$ cat config.mk
export PLATFORM = sky130hd
export DESIGN_NAME = pgl_dma
export DESIGN_NICKNAME = d
export VERILOG_FILES = /design/src/rtl/pgl_dma_pkg.sv /design/src/rtl/pgl_dma_regs.sv /design/src/rtl/pgl_dma_lanes.sv /design/src/rtl/pgl_dma_ctrl.sv /design/src/rtl/pgl_dma.sv
export SDC_FILE = /design/constraint.sdc
export NUM_CORES = 1
export LEC_CHECK = 0
export ABC_CLOCK_PERIOD_IN_PS = 2800
export BUFFER_PORTS_ARGS = -buffer_cell sky130_fd_sc_hd__buf_2
export CAP_MARGIN = 25
export CELL_PAD_IN_SITES_DETAIL_PLACEMENT = 1
export CELL_PAD_IN_SITES_GLOBAL_PLACEMENT = 1
export CORE_ASPECT_RATIO = 0.6
export CORE_MARGIN = 3
export CORE_UTILIZATION = 40
export DETAILED_ROUTE_END_ITERATION = 7
export PLACE_DENSITY_LB_ADDON = 0.12
export SLEW_MARGIN = 20
export SYNTH_ARGS = -nofsm -noshare
export SYNTH_HDL_FRONTEND = slang
export SYNTH_SLANG_ARGS = --single-unit
export TNS_END_PERCENT = 10
$ cat constraint.sdc
create_clock -name clk -period 2.8 [get_ports clk]
set_input_delay 0.14 -clock clk [delete_from_list [all_inputs] [get_ports clk]]
set_output_delay 0.14 -clock clk [all_outputs]
set_load 0.01 [all_outputs]
$ cat src/rtl/pgl_dma_pkg.sv
`timescale 1ns/1ps
// Shared types and constants of the page-list DMA engine.
// Assumes a 32-bit register write port and four sticky status bits.
package pgl_dma_pkg;
    typedef enum logic [1:0] {
        CMD_IDLE  = 2'd0,
        CMD_BLAST = 2'd1,
        CMD_ABORT = 2'd2,
        CMD_START = 2'd3
    } dma_cmd_e;

    typedef enum logic [2:0] {
        S_IDLE, S_FETCH, S_RD, S_EMIT, S_GATHER, S_WR
    } dma_state_e;

    localparam logic [1:0] SEL_CTRL = 2'd0;
    localparam logic [1:0] SEL_CNT  = 2'd1;
    localparam logic [1:0] SEL_OFS  = 2'd2;
    localparam logic [1:0] SEL_BASE = 2'd3;

    localparam int DIR_BIT  = 2;
    localparam int LIST_BIT = 3;

    localparam int ST_DONE = 0;
    localparam int ST_ERR  = 1;
    localparam int ST_ABT  = 2;
    localparam int ST_BCMP = 3;
endpackage

$ cat src/rtl/pgl_dma_regs.sv
`timescale 1ns/1ps
// Host-programmed registers of the DMA engine, plus single-cycle command
// pulses decoded from a control write. Assumes at most one write per cycle.
module pgl_dma_regs import pgl_dma_pkg::*; #(
    parameter int AW    = 32,
    parameter int CNT_W = 24,
    parameter int PG_W  = 12
) (
    input  logic             clk,
    input  logic             rst_n,
    input  logic             reg_we,
    input  logic [1:0]       reg_sel,
    input  logic [31:0]      reg_wdata,
    output dma_cmd_e         cmd_q,
    output logic             dir_q,
    output logic             list_q,
    output logic [CNT_W-1:0] cnt_init,
    output logic [PG_W-1:0]  ofs_init,
    output logic [AW-1:0]    base_q,
    output logic             start_p,
    output logic             abort_p,
    output logic             blast_p,
    output logic             wr_dir,
    output logic             wr_list
);
    logic     ctrl_wr;
    dma_cmd_e wcmd;

    // Decode a control write into command pulses.
    always_comb begin
        ctrl_wr = reg_we && (reg_sel == SEL_CTRL);
        wcmd    = dma_cmd_e'(reg_wdata[1:0]);
        start_p = ctrl_wr && (wcmd == CMD_START);
        abort_p = ctrl_wr && (wcmd == CMD_ABORT);
        blast_p = ctrl_wr && (wcmd == CMD_BLAST);
        wr_dir  = reg_wdata[DIR_BIT];
        wr_list = reg_wdata[LIST_BIT];
    end

    // Hold the written register values.
    always_ff @(posedge clk) begin
        if (!rst_n) begin
            cmd_q    <= CMD_IDLE;
            dir_q    <= 1'b0;
            list_q   <= 1'b0;
            cnt_init <= '0;
            ofs_init <= '0;
            base_q   <= '0;
        end else if (reg_we) begin
            case (reg_sel)
                SEL_CTRL: begin
                    cmd_q  <= wcmd;
                    dir_q  <= wr_dir;
                    list_q <= wr_list;
                end
                SEL_CNT:  cnt_init <= reg_wdata[CNT_W-1:0];
                SEL_OFS:  ofs_init <= reg_wdata[PG_W-1:0];
                default:  base_q   <= reg_wdata[AW-1:0];
            endcase
        end
    end
endmodule

$ cat src/rtl/pgl_dma_lanes.sv
`timescale 1ns/1ps
// Word buffer with per-lane byte enables. It packs device bytes into a
// little-endian word and selects the outgoing byte of a word read from
// memory. Assumes load and put never occur in the same cycle.
module pgl_dma_lanes #(
    parameter int LANES = 4,
    localparam int DW = LANES * 8,
    localparam int LW = $clog2(LANES)
) (
    input  logic             clk,
    input  logic             rst_n,
    input  logic             clr,
    input  logic             load,
    input  logic [DW-1:0]    ld_word,
    input  logic             put,
    input  logic [LW-1:0]    lane,
    input  logic [7:0]       put_byte,
    output logic [DW-1:0]    word,
    output logic [LANES-1:0] be,
    output logic [7:0]       sel_byte
);
    for (genvar g = 0; g < LANES; g++) begin : g_lane
        // One byte lane: take a read word or a device byte, track its enable.
        always_ff @(posedge clk) begin
            if (!rst_n) begin
                word[g*8 +: 8] <= '0;
                be[g]          <= 1'b0;
            end else begin
                if (load)
                    word[g*8 +: 8] <= ld_word[g*8 +: 8];
                else if (put && lane == LW'(g))
                    word[g*8 +: 8] <= put_byte;
                if (clr)
                    be[g] <= 1'b0;
                else if (put && lane == LW'(g))
                    be[g] <= 1'b1;
            end
        end
    end

    // Select the byte for the current lane.
    always_comb sel_byte = word[lane*8 +: 8];
endmodule

$ cat src/rtl/pgl_dma_ctrl.sv
`timescale 1ns/1ps
// Transfer sequencer: walks the page table, tracks page offset and byte
// count, and drives the table, memory and device handshakes. Assumes the
// table and memory ports return data or error in the accepting cycle.
module pgl_dma_ctrl import pgl_dma_pkg::*; #(
    parameter int AW    = 32,
    parameter int CNT_W = 24,
    parameter int PG_W  = 12,
    parameter int LANES = 4,
    localparam int LW   = $clog2(LANES),
    localparam int PN_W = AW - PG_W
) (
    input  logic             clk,
    input  logic             rst_n,
    input  logic             start_in,
    input  logic             abort_in,
    input  logic             blast_in,
    input  logic             start_dir,
    input  logic             start_list,
    input  logic             dir_q,
    input  logic             list_q,
    input  logic [CNT_W-1:0] cnt_init,
    input  logic [PG_W-1:0]  ofs_init,
    input  logic [AW-1:0]    base_q,
    output logic             lst_req,
    output logic [AW-1:0]    lst_addr,
    input  logic             lst_gnt,
    input  logic [AW-1:0]    lst_rdata,
    output logic             mem_req,
    output logic             mem_we,
    output logic [AW-1:0]    mem_addr,
    input  logic             mem_ready,
    input  logic             mem_err,
    input  logic             dev_rd_valid,
    output logic             dev_rd_ready,
    output logic             dev_wr_valid,
    input  logic             dev_wr_ready,
    input  logic             any_lane,
    output logic [LW-1:0]    lane,
    output logic             pk_load,
    output logic             pk_put,
    output logic             pk_clr,
    output logic [3:0]       status
);
    dma_state_e       state;
    logic [CNT_W-1:0] cnt;
    logic [PG_W-1:0]  ofs;
    logic [PN_W-1:0]  page;
    logic [AW-1:0]    lptr;
    logic             flush;
    logic             halt_in, mem_acc, byte_in, byte_out, pg_end, wd_end;

    // Port handshakes; a halting command withholds new traffic at once.
    always_comb begin
        halt_in      = abort_in || blast_in;
        lst_req      = (state == S_FETCH) && !halt_in;
        lst_addr     = lptr;
        mem_req      = ((state == S_RD) && !halt_in) || ((state == S_WR) && !abort_in);
        mem_we       = (state == S_WR);
        mem_addr     = {page, ofs[PG_W-1:LW], LW'(0)};
        dev_rd_ready = (state == S_GATHER) && !halt_in;
        dev_wr_valid = (state == S_EMIT) && !halt_in;
        mem_acc      = mem_req && mem_ready;
        byte_in      = dev_rd_valid && dev_rd_ready;
        byte_out     = dev_wr_valid && dev_wr_ready;
        pg_end       = (ofs == {PG_W{1'b1}});
        wd_end       = (ofs[LW-1:0] == LW'(LANES - 1));
        lane         = ofs[LW-1:0];
        pk_load      = (state == S_RD) && mem_acc;
        pk_put       = byte_in;
        pk_clr       = ((state == S_WR) && mem_acc) || ((state == S_IDLE) && start_in);
    end

    // Sequencer: state, counters, page pointer and sticky status.
    always_ff @(posedge clk) begin
        if (!rst_n) begin
            state  <= S_IDLE;
            cnt    <= '0;
            ofs    <= '0;
            page   <= '0;
            lptr   <= '0;
            flush  <= 1'b0;
            status <= '0;
        end else if (abort_in) begin
            state          <= S_IDLE;
            flush          <= 1'b0;
            status[ST_ABT] <= 1'b1;
        end else begin
            case (state)
                S_IDLE: begin
                    if (blast_in) status[ST_BCMP] <= 1'b1;
                    else if (start_in) begin
                        cnt   <= cnt_init;
                        ofs   <= ofs_init;
                        page  <= base_q[AW-1:PG_W];
                        lptr  <= base_q;
                        flush <= 1'b0;
                        status <= (cnt_init == '0) ? 4'b0001 : 4'b0000;
                        if (cnt_init != '0)
                            state <= start_list ? S_FETCH : (start_dir ? S_GATHER : S_RD);
                    end
                end
                S_FETCH: begin
                    if (blast_in) begin
                        status[ST_BCMP] <= 1'b1;
                        state           <= S_IDLE;
                    end else if (lst_gnt) begin
                        page  <= lst_rdata[AW-1:PG_W];
                        lptr  <= lptr + AW'(4);
                        state <= dir_q ? S_GATHER : S_RD;
                    end
                end
                S_RD: begin
                    if (blast_in) begin
                        status[ST_BCMP] <= 1'b1;
                        state           <= S_IDLE;
                    end else if (mem_acc) begin
                        if (mem_err) begin
                            status[ST_ERR] <= 1'b1;
                            state          <= S_IDLE;
                        end else state <= S_EMIT;
                    end
                end
                S_EMIT: begin
                    if (blast_in) begin
                        status[ST_BCMP] <= 1'b1;
                        state           <= S_IDLE;
                    end else if (byte_out) begin
                        cnt <= cnt - 1'b1;
                        if (cnt == CNT_W'(1)) begin
                            status[ST_DONE] <= 1'b1;
                            state           <= S_IDLE;
                        end else if (pg_end) begin
                            ofs <= '0;
                            if (list_q) state <= S_FETCH;
                            else begin
                                page  <= page + 1'b1;
                                state <= S_RD;
                            end
                        end else begin
                            ofs <= ofs + 1'b1;
                            if (wd_end) state <= S_RD;
                        end
                    end
                end
                S_GATHER: begin
                    if (blast_in) begin
                        if (any_lane) begin
                            flush <= 1'b1;
                            state <= S_WR;
                        end else begin
                            status[ST_BCMP] <= 1'b1;
                            state           <= S_IDLE;
                        end
                    end else if (byte_in) begin
                        cnt <= cnt - 1'b1;
                        if (cnt == CNT_W'(1) || wd_end) state <= S_WR;
                        else ofs <= ofs + 1'b1;
                    end
                end
                S_WR: begin
                    if (blast_in) flush <= 1'b1;
                    if (mem_acc) begin
                        if (mem_err) begin
                            status[ST_ERR] <= 1'b1;
                            state          <= S_IDLE;
                        end else if (flush || blast_in) begin
                            flush           <= 1'b0;
                            status[ST_BCMP] <= 1'b1;
                            state           <= S_IDLE;
                        end else if (cnt == '0) begin
                            status[ST_DONE] <= 1'b1;
                            state           <= S_IDLE;
                        end else if (pg_end) begin
                            ofs <= '0;
                            if (list_q) state <= S_FETCH;
                            else begin
                                page  <= page + 1'b1;
                                state <= S_GATHER;
                            end
                        end else begin
                            ofs   <= ofs + 1'b1;
                            state <= S_GATHER;
                        end
                    end
                end
                default: state <= S_IDLE;
            endcase
        end
    end

    // after ABORT no request is left and ABT is set.
    a_r8_abort_quiet: assert property (@(posedge clk) disable iff (!rst_n)
        abort_in |=> (!mem_req && !lst_req && status[ST_ABT]));

    // zero-count START finishes at once with DONE only.
    a_r7_zero_count: assert property (@(posedge clk) disable iff (!rst_n)
        (start_in && state == S_IDLE && cnt_init == '0) |=> (state == S_IDLE && status == 4'b0001));

    // status bits stay set until a START.
    a_r11_done_sticky: assert property (@(posedge clk) disable iff (!rst_n)
        (status[ST_DONE] && !start_in) |=> status[ST_DONE]);

    // any byte-moving state still has bytes left to move.
    a_r6_count_live: assert property (@(posedge clk) disable iff (!rst_n)
        (state inside {S_RD, S_EMIT, S_GATHER}) |-> (cnt != '0));

    // only one port is active in any cycle.
    a_r2_one_port: assert property (@(posedge clk) disable iff (!rst_n)
        $onehot0({mem_req, lst_req, dev_rd_ready, dev_wr_valid}));
endmodule

$ cat src/rtl/pgl_dma.sv
`timescale 1ns/1ps
// Page-list scatter-gather DMA engine, top level. It joins the register
// file, the sequencer and the lane buffer. Assumes the table base is word
// aligned and that START is written only while the engine is idle.
module pgl_dma import pgl_dma_pkg::*; #(
    parameter int AW    = 32,
    parameter int CNT_W = 24,
    parameter int PG_W  = 12,
    parameter int LANES = 4,
    localparam int DW   = LANES * 8,
    localparam int LW   = $clog2(LANES)
) (
    input  logic             clk,
    input  logic             rst_n,
    input  logic             reg_we,
    input  logic [1:0]       reg_sel,
    input  logic [31:0]      reg_wdata,
    output logic [1:0]       cmd_o,
    output logic             busy_o,
    output logic [3:0]       status_o,
    output logic             lst_req,
    output logic [AW-1:0]    lst_addr,
    input  logic             lst_gnt,
    input  logic [AW-1:0]    lst_rdata,
    output logic             mem_req,
    output logic             mem_we,
    output logic [AW-1:0]    mem_addr,
    output logic [LANES-1:0] mem_be,
    output logic [DW-1:0]    mem_wdata,
    input  logic             mem_ready,
    input  logic [DW-1:0]    mem_rdata,
    input  logic             mem_err,
    input  logic             dev_rd_valid,
    input  logic [7:0]       dev_rd_data,
    output logic             dev_rd_ready,
    output logic             dev_wr_valid,
    output logic [7:0]       dev_wr_data,
    input  logic             dev_wr_ready
);
    dma_cmd_e         cmd_q;
    logic             dir_q, list_q, start_p, abort_p, blast_p, wr_dir, wr_list;
    logic [CNT_W-1:0] cnt_init;
    logic [PG_W-1:0]  ofs_init;
    logic [AW-1:0]    base_q;
    logic [LW-1:0]    lane;
    logic             pk_load, pk_put, pk_clr;
    logic [LANES-1:0] be;

    pgl_dma_regs #(.AW(AW), .CNT_W(CNT_W), .PG_W(PG_W)) u_regs (
        .clk(clk), .rst_n(rst_n), .reg_we(reg_we), .reg_sel(reg_sel),
        .reg_wdata(reg_wdata), .cmd_q(cmd_q), .dir_q(dir_q), .list_q(list_q),
        .cnt_init(cnt_init), .ofs_init(ofs_init), .base_q(base_q),
        .start_p(start_p), .abort_p(abort_p), .blast_p(blast_p),
        .wr_dir(wr_dir), .wr_list(wr_list)
    );

    pgl_dma_ctrl #(.AW(AW), .CNT_W(CNT_W), .PG_W(PG_W), .LANES(LANES)) u_ctrl (
        .clk(clk), .rst_n(rst_n), .start_in(start_p), .abort_in(abort_p),
        .blast_in(blast_p), .start_dir(wr_dir), .start_list(wr_list),
        .dir_q(dir_q), .list_q(list_q), .cnt_init(cnt_init),
        .ofs_init(ofs_init), .base_q(base_q), .lst_req(lst_req),
        .lst_addr(lst_addr), .lst_gnt(lst_gnt), .lst_rdata(lst_rdata),
        .mem_req(mem_req), .mem_we(mem_we), .mem_addr(mem_addr),
        .mem_ready(mem_ready), .mem_err(mem_err), .dev_rd_valid(dev_rd_valid),
        .dev_rd_ready(dev_rd_ready), .dev_wr_valid(dev_wr_valid),
        .dev_wr_ready(dev_wr_ready), .any_lane(|be), .lane(lane),
        .pk_load(pk_load), .pk_put(pk_put), .pk_clr(pk_clr), .status(status_o)
    );

    pgl_dma_lanes #(.LANES(LANES)) u_lanes (
        .clk(clk), .rst_n(rst_n), .clr(pk_clr), .load(pk_load),
        .ld_word(mem_rdata), .put(pk_put), .lane(lane), .put_byte(dev_rd_data),
        .word(mem_wdata), .be(be), .sel_byte(dev_wr_data)
    );

    // Command readback and memory lane enables.
    always_comb begin
        cmd_o  = cmd_q;
        busy_o = (cmd_q != CMD_IDLE);
        mem_be = mem_we ? be : '1;
    end

    // a memory write always carries at least one enabled lane.
    a_r4_write_lanes: assert property (@(posedge clk) disable iff (!rst_n)
        (mem_req && mem_we) |-> (mem_be != '0));
endmodule

==> impl_results.md, run 1 <==
- Sequential cell area: 0.004085 sq mm
- Synth async-reset ratio: 0%
- Worst-path maximum fanout: 9
- Post-Layout Cell Count: roughly 2100
- Count leader, synth: nand2_1
- Tcrit/Tclk final: between 90% and 100%
- Rows: 46
- Antenna Nets Post-Route: 0
- Die area: between 0.03 and 0.04 sq mm
- Sequential group share of total power: 33.7%
- Port Buffers: roughly 220
- Clk sinks: roughly 200
- Reg-to-reg startpoint: u_ctrl.lst_addr[8]$_SDFFE_PN0P_
- Top cells by area, synth: dfxtp_1, nand2_1, a21oi_1, nor2_1, o21ai_0
- CTS Buf Count: 22
- Die span in x: 221.7 microns
- Initial antenna violation count: 3
- CP Capture Type: register
- Crit-path slowest cell: or4_1
- Post-Syn Instances: 1461
- P per Cell Area: around 750 mW/mm^2
- Synth Area in Adders: 1.098%
- Max cap viols: 0
- Worst setup margin: 0.2322 ns
- R2R Setup Slk: about 0.23 ns
- CP Cell Sequence: nand4_1, or4_1, nor4_4, a41o_1, a21oi_1, a211oi_1
- Placed Cells: 1990
- Largest family of logic cells by synthesized area: compound AO/OA/AOI/OAI gates
- Req. time, crit path: about 3.2 ns
- Peak supply drop: approximately 410 uV
- Xor/xnor share of the synthesized area: less than 1%
- Post-Route Skew: around 0.020 ns
- Initial core utilization: about two fifths
- Syn avg cell area: around 7.6 sq um
- Library cells used by synthesis: 84
- Clock slew at reported path FFs: about 0.070 ns
- Fin crit period: about 2.6 ns
- CP startpoint kind: register
- DR vias: between 10000 and 15000
- Number of vias per cell: ~6.1
- Clk pwr share: between 20% and 30%
- Lkg Pwr: 5.521 nW
- Worst R2R End: u_ctrl.lst_addr[31]$_SDFFE_PN0P_
- Switching share of power: 39.69%
- HPWL Detailed: 34150 microns
- GP Congestion: 0.9852
- Final Setup Violations: 0
- Most used flip-flop cell after synthesis: dfxtp_1
- Clk Latency, worst-skew pair: 0.53 ns
- Routed WL: ~49000 microns
- RSZ-0062 raised after global routing: false
- Slew HR: 42.62%
- Hold_sp: lst_rdata[26]
- Fill cells: around 3300
- Mapped Area: between 0.01 and 0.015 sq mm
- Drc violations: 0
- Status: complete, no violations
- IO Pins: 234
- Multi-input logic area: around 0.0065 sq mm
- Post-synth EDFFs: 0
- Synth top area share: between 30% and 40%
- Area grow syn2layout: 27.95%
- Slew at the pin closest to its max-slew limit: roughly 0.86 ns
- Synth Area in Simple Gates: 24.36%
- Largest net degree at the start of global routing: 64
- FMAX: around 390 MHz
- Final Net Count: approximately 1900
- Slew Limit Fails: 0
- Post-DR wirelength/cell: around 23 microns
- DIE HEIGHT: 135.4 microns
- P_sw: roughly 0.0042 W
- Initial DRC count: roughly 1200
- YS warnings: 0
- CORE AREA: ~0.027 sq mm
- Final hold vios: 0
- Aggregate global-route resource usage: 31.58%
- CP max stage delay: approximately 0.66 ns
- Vias in the first global route: 12940
- FF+latch count, synth: approximately 200
- Clock Root Buffer: clkbuf_16
- Worst EP arrival: between 3 and 4 ns
- Hold path depth: 4
- Post-synthesis compound-gate area fraction: 28.97%
- Tot Pwr: roughly 0.011 W
- CTS tree: built
- Pre-CTS WS: 0.1452 ns
- Leading cell types by count after synthesis: nand2_1, dfxtp_1, a21oi_1
- Synth area leader: dfxtp_1
- Hold WC Path Type: in2reg
- Buffer depth of the longest clock path: 3
- Post-CTS setup buffers: 0
- Congestion Overflow GR: 0
- Fin Setup TNS: 0 ns
- Gate power share: between 30% and 40%
- Reg2reg path depth: 6
- First-pass GRT wire length: about 76000 microns
- Mux share of post-synthesis cell area: 3.048%
- Register area share after synthesis: around 37%
- DRT Pass-1 Iters: 5
- H-tree depth: 1
- Layout cells sized above 1: a little over a fifth
- Critical path type: reg2reg
- P_int: about 0.0065 W
- Hold EP: u_ctrl.page[14]$_SDFFE_PN0P_
-- stage by stage --
step           area [sq um]  hold WS, ns  util (%)
6_report              14290     0.007543     53.03
5_1_grt               14280      0.01731     53.02
4_1_cts               14270     0.002775     52.98
3_5_place_dp          12790       0.3916     47.49
3_3_place_gp          12790       0.3843     47.49
2_1_floorplan         11170       0.2760         -
-- layer usage --
| layer | global-route usage, % | wire length (microns) | up-vias |
|---|---|---|---|
| li1 | - | - | 5909 |
| met2 | 48.32 | 21070 | 573 |
| met5 | 0 | 0 | - |
| met3 | 5.890 | 3755 | 91 |
| met4 | 9.656 | 1481 | 0 |
| met1 | 45.28 | 22720 | 6383 |
-- flip-flops by register name, summed over array words and instances, names as in the netlist, 2 cells and up --
signal / cells
u_ctrl.state: 3
u_ctrl.page: 20
u_ctrl.status: 4
u_ctrl.lst_addr: 32
u_lanes.be: 4
u_lanes.word: 32
u_regs.cmd_q: 2
u_regs.ofs_init: 12
u_regs.base_q: 32
u_ctrl.ofs: 12
u_regs.cnt_init: 24
u_ctrl.cnt: 24
-- what timing repair did --
action                                  4_1_cts  5_1_grt
endpoints found under the hold margin        99        0
hold buffers                                 76        0
resized for setup                             0        2
endpoints found under the setup margin        0       13
-- final cells by class --
class,instances,area share [%]
flip-flops and latches,204,28.60
inverters,27,0.7270
repair buffers,361,16.99
clock buffers,29,4.537
clock inverters,8,0.4993
multi-input cells,1114,45.42
well taps,360,3.153
diodes,4,0.07007
-- how the worst max path moves through the flow --
stage,startpoint,endpoint,cells after the start
detailed placement,u_ctrl.state[2]$_SDFFE_PP0P_,u_ctrl.cnt[11]$_SDFFE_PN0P_,7
global placement,u_ctrl.state[2]$_SDFFE_PP0P_,u_ctrl.cnt[11]$_SDFFE_PN0P_,7
global route,u_ctrl.cnt[16]$_SDFFE_PN0P_,u_ctrl.ofs[8]$_SDFFE_PN0P_,6
CTS,u_ctrl.state[2]$_SDFFE_PP0P_,u_lanes.word[6]$_SDFFE_PN0P_,8
floorplan,u_ctrl.lst_addr[8]$_SDFFE_PN0P_,u_ctrl.lst_addr[31]$_SDFFE_PN0P_,8
finish,u_ctrl.lst_addr[8]$_SDFFE_PN0P_,u_ctrl.lst_addr[31]$_SDFFE_PN0P_,6
-- power by group through the flow --
stage | sequential [W] | clock [W] | combinational, W
global placement | 0.00362 | 0 | 0.00380
CTS | 0.00358 | 0.00305 | 0.00401
detailed placement | 0.00363 | 0 | 0.00390
floorplan | 0.00361 | 0 | 0.00244
global route | 0.00364 | 0.00317 | 0.00445
finish | 0.00361 | 0.00301 | 0.00408
-- kinds of logic after synthesis --
group                      Yosys count
xor gates and xnor gates             4
other                                1
AOI/OAI and AO/OA                  494
muxes                               24
buffers and inverters              144
DFF                                204
and+or+nand+nor                    580
adders and majority gates           10
-- placed cells by master (no fill, tap or decap), drive strengths merged, types with 10 or more instances in the layout --
cell type,synthesis,layout
a211oi,32,32
a21oi,191,191
nor2,120,120
buf,52,285
nand2b,10,10
dfxtp,204,204
o31ai,18,18
nor3,29,29
and3,14,14
o211ai,16,16
inv,26,27
nor4,20,20
a22oi,32,32
clkbuf,65,29
a221oi,10,10
mux2i,16,16
nand4,27,27
a31oi,21,21
o21ai,75,75
nand3,34,34
nand2,264,264
a311oi,10,10
o221a,13,13
dlygate4sd3,0,76
-- worst max-delay path: cells and delay by family (launching register included) --
family | cells | cell delay, ns
and+or+nand+nor | 3 | 1.39
DFF | 1 | 0.54
AOI/OAI and AO/OA | 3 | 0.54
Power figures use the tool's default switching activity.
==> run 2, diff against run 1 <==
--- a/config.mk
+++ b/config.mk
@@ -15,6 +15,8 @@
 export CORE_UTILIZATION = 40
 export DETAILED_ROUTE_END_ITERATION = 7
 export PLACE_DENSITY_LB_ADDON = 0.12
+export REMOVE_ABC_BUFFERS = 1
+export SKIP_LAST_GASP = 1
 export SLEW_MARGIN = 20
 export SYNTH_ARGS = -nofsm -noshare
 export SYNTH_HDL_FRONTEND = slang
==> run 2 against run 1 <==
Effect of this change: highest routed layer unchanged; non-clock buffer count increased by 7; utilization up 0.20 points; critical path type unchanged; combinational power increased by 3%; sequential share of layout area down 0.12 points; critical path depth unchanged.
==> impl_results.md, run 2 (synthesis gave the netlist of run 1 again) <==
- P_sw: between 0.004 and 0.005 W
- Reg2reg path depth: 6
- Hold_sp: lst_rdata[29]
- CTS tree: built
- Congestion Overflow GR: 0
- Clock slew at reported path FFs: approximately 0.070 ns
- Vias in the first global route: about 13000
- Gate power share: 39.1%
- Post-Route Skew: 0.01504 ns
- Area grow syn2layout: 28.44%
- Crit-path slowest cell: dlygate4sd3_1
- Slew HR: between 40% and 50%
- Worst-path maximum fanout: 18
- Fill cells: between 3000 and 4000
- CP Capture Type: register
- Final hold vios: 0
- Initial core utilization: between 40% and 50%
- Fin crit period: 2.790 ns
- Slew at the pin closest to its max-slew limit: between 0.8 and 0.9 ns
- P per Cell Area: ~750 mW/mm^2
- Clk sinks: a little over 200
- RSZ-0062 raised after global routing: true
- H-tree depth: 1
- Hold path depth: 3
- Hold EP: u_ctrl.page[17]$_SDFFE_PN0P_
- Req. time, crit path: between 3 and 4 ns
- HPWL Detailed: between 30000 and 40000 microns
- Largest net degree at the start of global routing: 57
- CP Cell Sequence: buf_4, or3b_1, nor3_2, mux2i_1, a211oi_1, dlygate4sd3_1
- Final Setup Violations: 0
- Die area: 0.03002 sq mm
- First-pass GRT wire length: around 77000 microns
- Initial DRC count: 1098
- P_int: approximately 0.0064 W
- Antenna Nets Post-Route: 0
- Slew Limit Fails: 0
- Tot Pwr: 0.01072 W
- Commonest non-fill, non-tap cell in the layout: nand2_1
- Initial antenna violation count: 3
- Rows: 46
- Aggregate global-route resource usage: around a third
- CP startpoint kind: register
- Lkg Pwr: roughly 5.5 nW
- Worst EP arrival: approximately 3.3 ns
- Final Net Count: ~1900
- CP max stage delay: just under 0.6 ns
- DIE HEIGHT: ~140 microns
- Tcrit/Tclk final: about 100%
- Clk pwr share: 27.5%
- Post-DR wirelength/cell: 23.65 microns
- Layout cells sized above 1: between 20% and 30%
- Number of vias per cell: 6.176
- CTS Buf Count: 22
- Post-DP Area: about 0.013 sq mm
- DR vias: about 13000
- Buffer depth of the longest clock path: 3
- Clk Latency, worst-skew pair: ~0.53 ns
- Drc violations: 0
- Critical path type: reg2reg
- Reg-to-reg startpoint: u_ctrl.state[2]$_SDFFE_PP0P_
- Sequential group share of total power: between 30% and 40%
- DRT Pass-1 Iters: 5
- Max cap viols: 0
- Fin Setup TNS: 0 ns
- Port Buffers: ~220
- R2R Setup Slk: a little under 0.01 ns
- IO Pins: around 230
- Finished Cell Area: roughly 0.014 sq mm
- Final Util: between 50% and 60%
- CORE AREA: ~0.027 sq mm
- Commonest cells after routing, fill and taps aside: nand2_1, buf_2, dfxtp_1
- FMAX: approximately 360 MHz
- GP Congestion: between 0.9 and 1
- Switching share of power: around two fifths
- Routed WL: 50030 microns
- Clock Root Buffer: clkbuf_16
- Worst R2R End: u_lanes.word[23]$_SDFFE_PN0P_
- Hold WC Path Type: in2reg
- Status: complete, no violations
- Peak supply drop: around 340 uV
- Post-CTS Resized: 0
- Die span in x: 221.7 microns
-- run 2: cell types whose count changed in the layout (fill, tap and decap cells not counted) --
| cell | previous run | this run |
|---|---|---|
| inv_8 | 1 | 0 |
| clkinv_4 | 0 | 1 |
| dfxtp_2 | 1 | 0 |
| clkinvlp_4 | 0 | 2 |
| dfxtp_1 | 203 | 204 |
| diode_2 | 4 | 3 |
| dlygate4sd3_1 | 76 | 83 |
| inv_6 | 0 | 1 |
| nand2_2 | 1 | 0 |
| bufinv_16 | 1 | 0 |
| nand2_1 | 263 | 264 |
-- run 2: metal layers --
| metal | track usage (%) | wire [microns] | up-vias |
|---|---|---|---|
| li1 | - | - | 5921 |
| met1 | 44.01 | 22050 | 6467 |
| met2 | 51.18 | 22560 | 557 |
| met3 | 6.345 | 3759 | 117 |
| met4 | 10.61 | 1654 | 0 |
| met5 | 0 | 0 | - |
-- run 2: final cells by class --
| type | instances | area, sq um | share of cell area [%] |
|---|---|---|---|
| Sequential cell | 204 | 4084 | 28.48 |
| Tap cell | 360 | 450.4 | 3.141 |
| Antenna cell | 3 | 7.507 | 0.05235 |
| Multi-Input combinational cell | 1114 | 6486 | 45.23 |
| Clock inverter | 10 | 62.56 | 0.4363 |
| Clock buffer | 29 | 648.1 | 4.520 |
| Inverter | 27 | 103.9 | 0.7242 |
| Timing Repair Buffer | 368 | 2497 | 17.42 |
-- run 2: timing repair --
item	4_1_cts	5_1_grt
setup buffers	0	3
setup endpoints to repair	0	7
hold buffers	83	0
endpoints found under the hold margin	99	0
-- run 2: worst max-delay path: cells and delay by family, from the launching register on --
family                 cells  cell delay, ns
AO/OA/AOI/OAI              1            0.26
buffers and inverters      2            0.87
flip-flops                 1            0.40
multiplexers               1            0.17
AND/OR/NAND/NOR            2            1.04
-- run 2: how the worst max path moves through the flow --
stage                                 start                               end  slack (ns)  depth (start not counted)
6_report       u_ctrl.state[2]$_SDFFE_PP0P_     u_lanes.word[23]$_SDFFE_PN0P_        0.01                          6
3_3_place_gp   u_ctrl.state[0]$_SDFFE_PP0P_       u_ctrl.cnt[22]$_SDFFE_PN0P_        0.42                          8
4_1_cts        u_ctrl.state[2]$_SDFFE_PP0P_     u_lanes.word[23]$_SDFFE_PN0P_        0.07                          6
3_5_place_dp   u_ctrl.state[0]$_SDFFE_PP0P_  u_ctrl.lst_addr[11]$_SDFFE_PN0P_        0.32                          7
2_1_floorplan  u_ctrl.state[0]$_SDFFE_PP0P_       u_ctrl.page[9]$_SDFFE_PN0P_       -1.81                          4
5_1_grt        u_ctrl.state[2]$_SDFFE_PP0P_     u_lanes.word[23]$_SDFFE_PN0P_       -0.05                          6
-- run 2: power groups by stage --
stage                     clock, W  sequential [W]  combinational (W)
after floorplan                  0         0.00368            0.00216
after global placement           0         0.00360            0.00382
after detailed placement         0         0.00361            0.00394
after CTS                  0.00299         0.00355            0.00406
after global routing       0.00311         0.00362            0.00452
final                      0.00294         0.00358            0.00419
-- run 2: stage by stage --
| step | setup WS [ns] | cells | hold slack [ns] |
|---|---|---|---|
| floorplan | -1.815 | 1345 | 0.2617 |
| CTS | 0.07307 | 2109 | 0.002754 |
| detailed placement | 0.3196 | 1987 | 0.3896 |
| finish | 0.009937 | 2115 | 0.01489 |
| global route | -0.05355 | 2115 | 0.02365 |
| global placement | 0.4200 | 1987 | 0.3838 |
==> run 3, diff against run 2 <==
--- a/config.mk
+++ b/config.mk
@@ -6,14 +6,12 @@
 export NUM_CORES = 1
 export LEC_CHECK = 0
 export ABC_CLOCK_PERIOD_IN_PS = 2800
-export BUFFER_PORTS_ARGS = -buffer_cell sky130_fd_sc_hd__buf_2
 export CAP_MARGIN = 25
-export CELL_PAD_IN_SITES_DETAIL_PLACEMENT = 1
-export CELL_PAD_IN_SITES_GLOBAL_PLACEMENT = 1
 export CORE_ASPECT_RATIO = 0.6
-export CORE_MARGIN = 3
-export CORE_UTILIZATION = 40
+export CORE_MARGIN = 1.5
+export CORE_UTILIZATION = 64
 export DETAILED_ROUTE_END_ITERATION = 7
+export DONT_BUFFER_PORTS = 1
 export PLACE_DENSITY_LB_ADDON = 0.12
 export REMOVE_ABC_BUFFERS = 1
 export SKIP_LAST_GASP = 1
==> run 3 against run 2 <==
Effect of this change: worst setup slack got worse by 0.041 ns; global-route usage rose by 10 points; maximum frequency fell by 1.4%; combinational power fell by 13%; utilization rose by 24 points; first-iteration DRC count rose by 81%; worst hold slack got worse by 0.0025 ns; final area fell by 7.6%; die area fell by 39%; cell count fell by 16%; flip-flop and latch count did not move; the flow now finishes with violations (setup timing).
==> impl_results.md, run 3 (synthesis gave the netlist of run 1 again) <==
- Fin crit period: 2.831 ns
- Antenna diodes: 0
- Clk Latency, worst-skew pair: 0.50 ns
- Slew HR: between 20% and 30%
- Initial DRC count: approximately 2000
- Post-DR wirelength/cell: approximately 23 microns
- Max cap viols: 0
- Port Buffers: 0
- CP startpoint kind: register
- H-tree depth: 1
- Reg-to-reg startpoint: u_ctrl.state[2]$_SDFFE_PP0P_
- First-pass GRT wire length: between 60000 and 70000 microns
- Commonest non-fill, non-tap cell in the layout: nand2_1
- DIE HEIGHT: roughly 110 microns
- Die span in x: about 170 microns
- Rows: 37
- Reg2reg path depth: 6
- Worst EP arrival: around 3.3 ns
- Largest net degree at the start of global routing: 64
- Layout cells sized above 1: 9.740%
- P per Cell Area: 792.6 mW/mm^2
- Drc violations: 0
- Commonest cells after routing, fill and taps aside: nand2_1, dfxtp_1, a21oi_1
- HPWL Detailed: 25790 microns
- Critical path startpoint: u_ctrl.state[2]$_SDFFE_PP0P_
- Slew Limit Fails: 0
- Final hold slack: between 0.01 and 0.015 ns
- Vias in the first global route: ~11000
- DRT Pass-1 Iters: 6
- Clock Root Buffer: clkbuf_16
- Worst setup margin: -0.03111 ns
- Final Setup Violations: 1
- Tcrit/Tclk final: 101.1%
- Clk sinks: 204
- RSZ-0062 raised after global routing: true
- CP Capture Type: register
- Aggregate global-route resource usage: between 40% and 50%
- Initial antenna violation count: 0
- Lkg Pwr: 4.567 nW
- CTS Buf Count: 20
- Req. time, crit path: 3.24 ns
- Die area: 0.01827 sq mm
- Congestion Overflow GR: 0
- Peak supply drop: roughly 450 uV
- Pre-CTS WS: approximately 0.17 ns
- IO Pins: roughly 230
- Hold WC Path Type: in2reg
- Failing checks: setup timing
- Final Net Count: around 1700
- DR vias: around 12000
- Hold path depth: 2
- CTS tree: built
- GP Congestion: 0.9845
- Hold_sp: rst_n
- Clock slew at reported path FFs: roughly 0.07 ns
- Tot Pwr: between 0.01 and 0.015 W
- Status: complete, but fails checks
- Slew at the pin closest to its max-slew limit: roughly 1.1 ns
- FMAX: 353.2 MHz
- Antenna Nets Post-Route: 0
- Post-Route Skew: between 0.007 and 0.008 ns
- Critical path type: reg2reg
- Fin Setup TNS: -0.03111 ns
- Area grow syn2layout: 18.67%
- Final hold vios: 0
- Worst-path maximum fanout: 12
- Number of vias per cell: about 7
- Buffer depth of the longest clock path: 3
- Routed WL: 40490 microns
- Initial core utilization: between 60% and 70%
- CORE AREA: 0.01708 sq mm
==> run 3: changes by cell type in the layout (fill, tap and decap cells not counted), sizes merged <==
cell	delta
buf	-226
bufinv	+5
clkbuf	-2
clkinv	-5
clkinvlp	-1
diode	-3
dlygate4sd3	+18
inv	-1
==> run 3: stage by stage <==
| step | utilization, % | std cells | instance area (sq um) |
|---|---|---|---|
| 2_1_floorplan | - | 1345 | 10650 |
| 3_3_place_gp | 66.95 | 1637 | 11440 |
| 3_5_place_dp | 66.95 | 1637 | 11440 |
| 4_1_cts | 77.51 | 1774 | 13240 |
| 5_1_grt | 77.56 | 1774 | 13250 |
| 6_report | 77.56 | 1774 | 13250 |
==> run 3: critical path, stage by stage, from the launching register on <==
cell	delay, ns
dfxtp_1	0.55
or3b_1	0.53
nor3_2	0.47
buf_4	0.25
mux2i_1	0.09
a211oi_1	0.28
dlygate4sd3_1	0.60
==> run 3: path summary, 6_finish.rpt <==
kind                                 endpoint  slack (ns)
min reg2reg        u_regs.list_q$_SDFFE_PN0P_        0.46
min          u_ctrl.lst_addr[13]$_SDFFE_PN0P_        0.01
max             u_lanes.word[23]$_SDFFE_PN0P_       -0.03
max reg2reg     u_lanes.word[23]$_SDFFE_PN0P_       -0.03
==> run 3: power breakdown <==
group          leakage [nW]  internal [W]  switching [W]
logic                  2.54       0.00134        0.00230
clock network         0.375       0.00196        0.00120
registers              1.66       0.00322       0.000487
==> run 3: per-layer routing <==
layer / GRT usage (%) / up-vias / share of wire, %
li1: - / 5501 / -
met1: 60.20 / 5774 / 41
met2: 62.65 / 987 / 42
met3: 12.30 / 124 / 14
met4: 11.55 / 0 / 3.0
met5: 0 / - / 0
==> run 3: layout make-up <==
class / count / area, sq um
Clock buffer: 27 / 598.1
Fill cell: 1247 / 3834
Sequential cell: 204 / 4085
Timing Repair Buffer: 160 / 1511
Clock inverter: 8 / 167.7
Tap cell: 234 / 292.8
Multi-Input combinational cell: 1114 / 6490
Inverter: 27 / 103.9
==> run 3: timing repair <==
action                                 in CTS  in global routing
setup buffers                               0                  0
setup endpoints to repair                   0                 30
gates resized for setup                     0                  3
endpoints found under the hold margin     158                  0
hold buffers                              102                  0
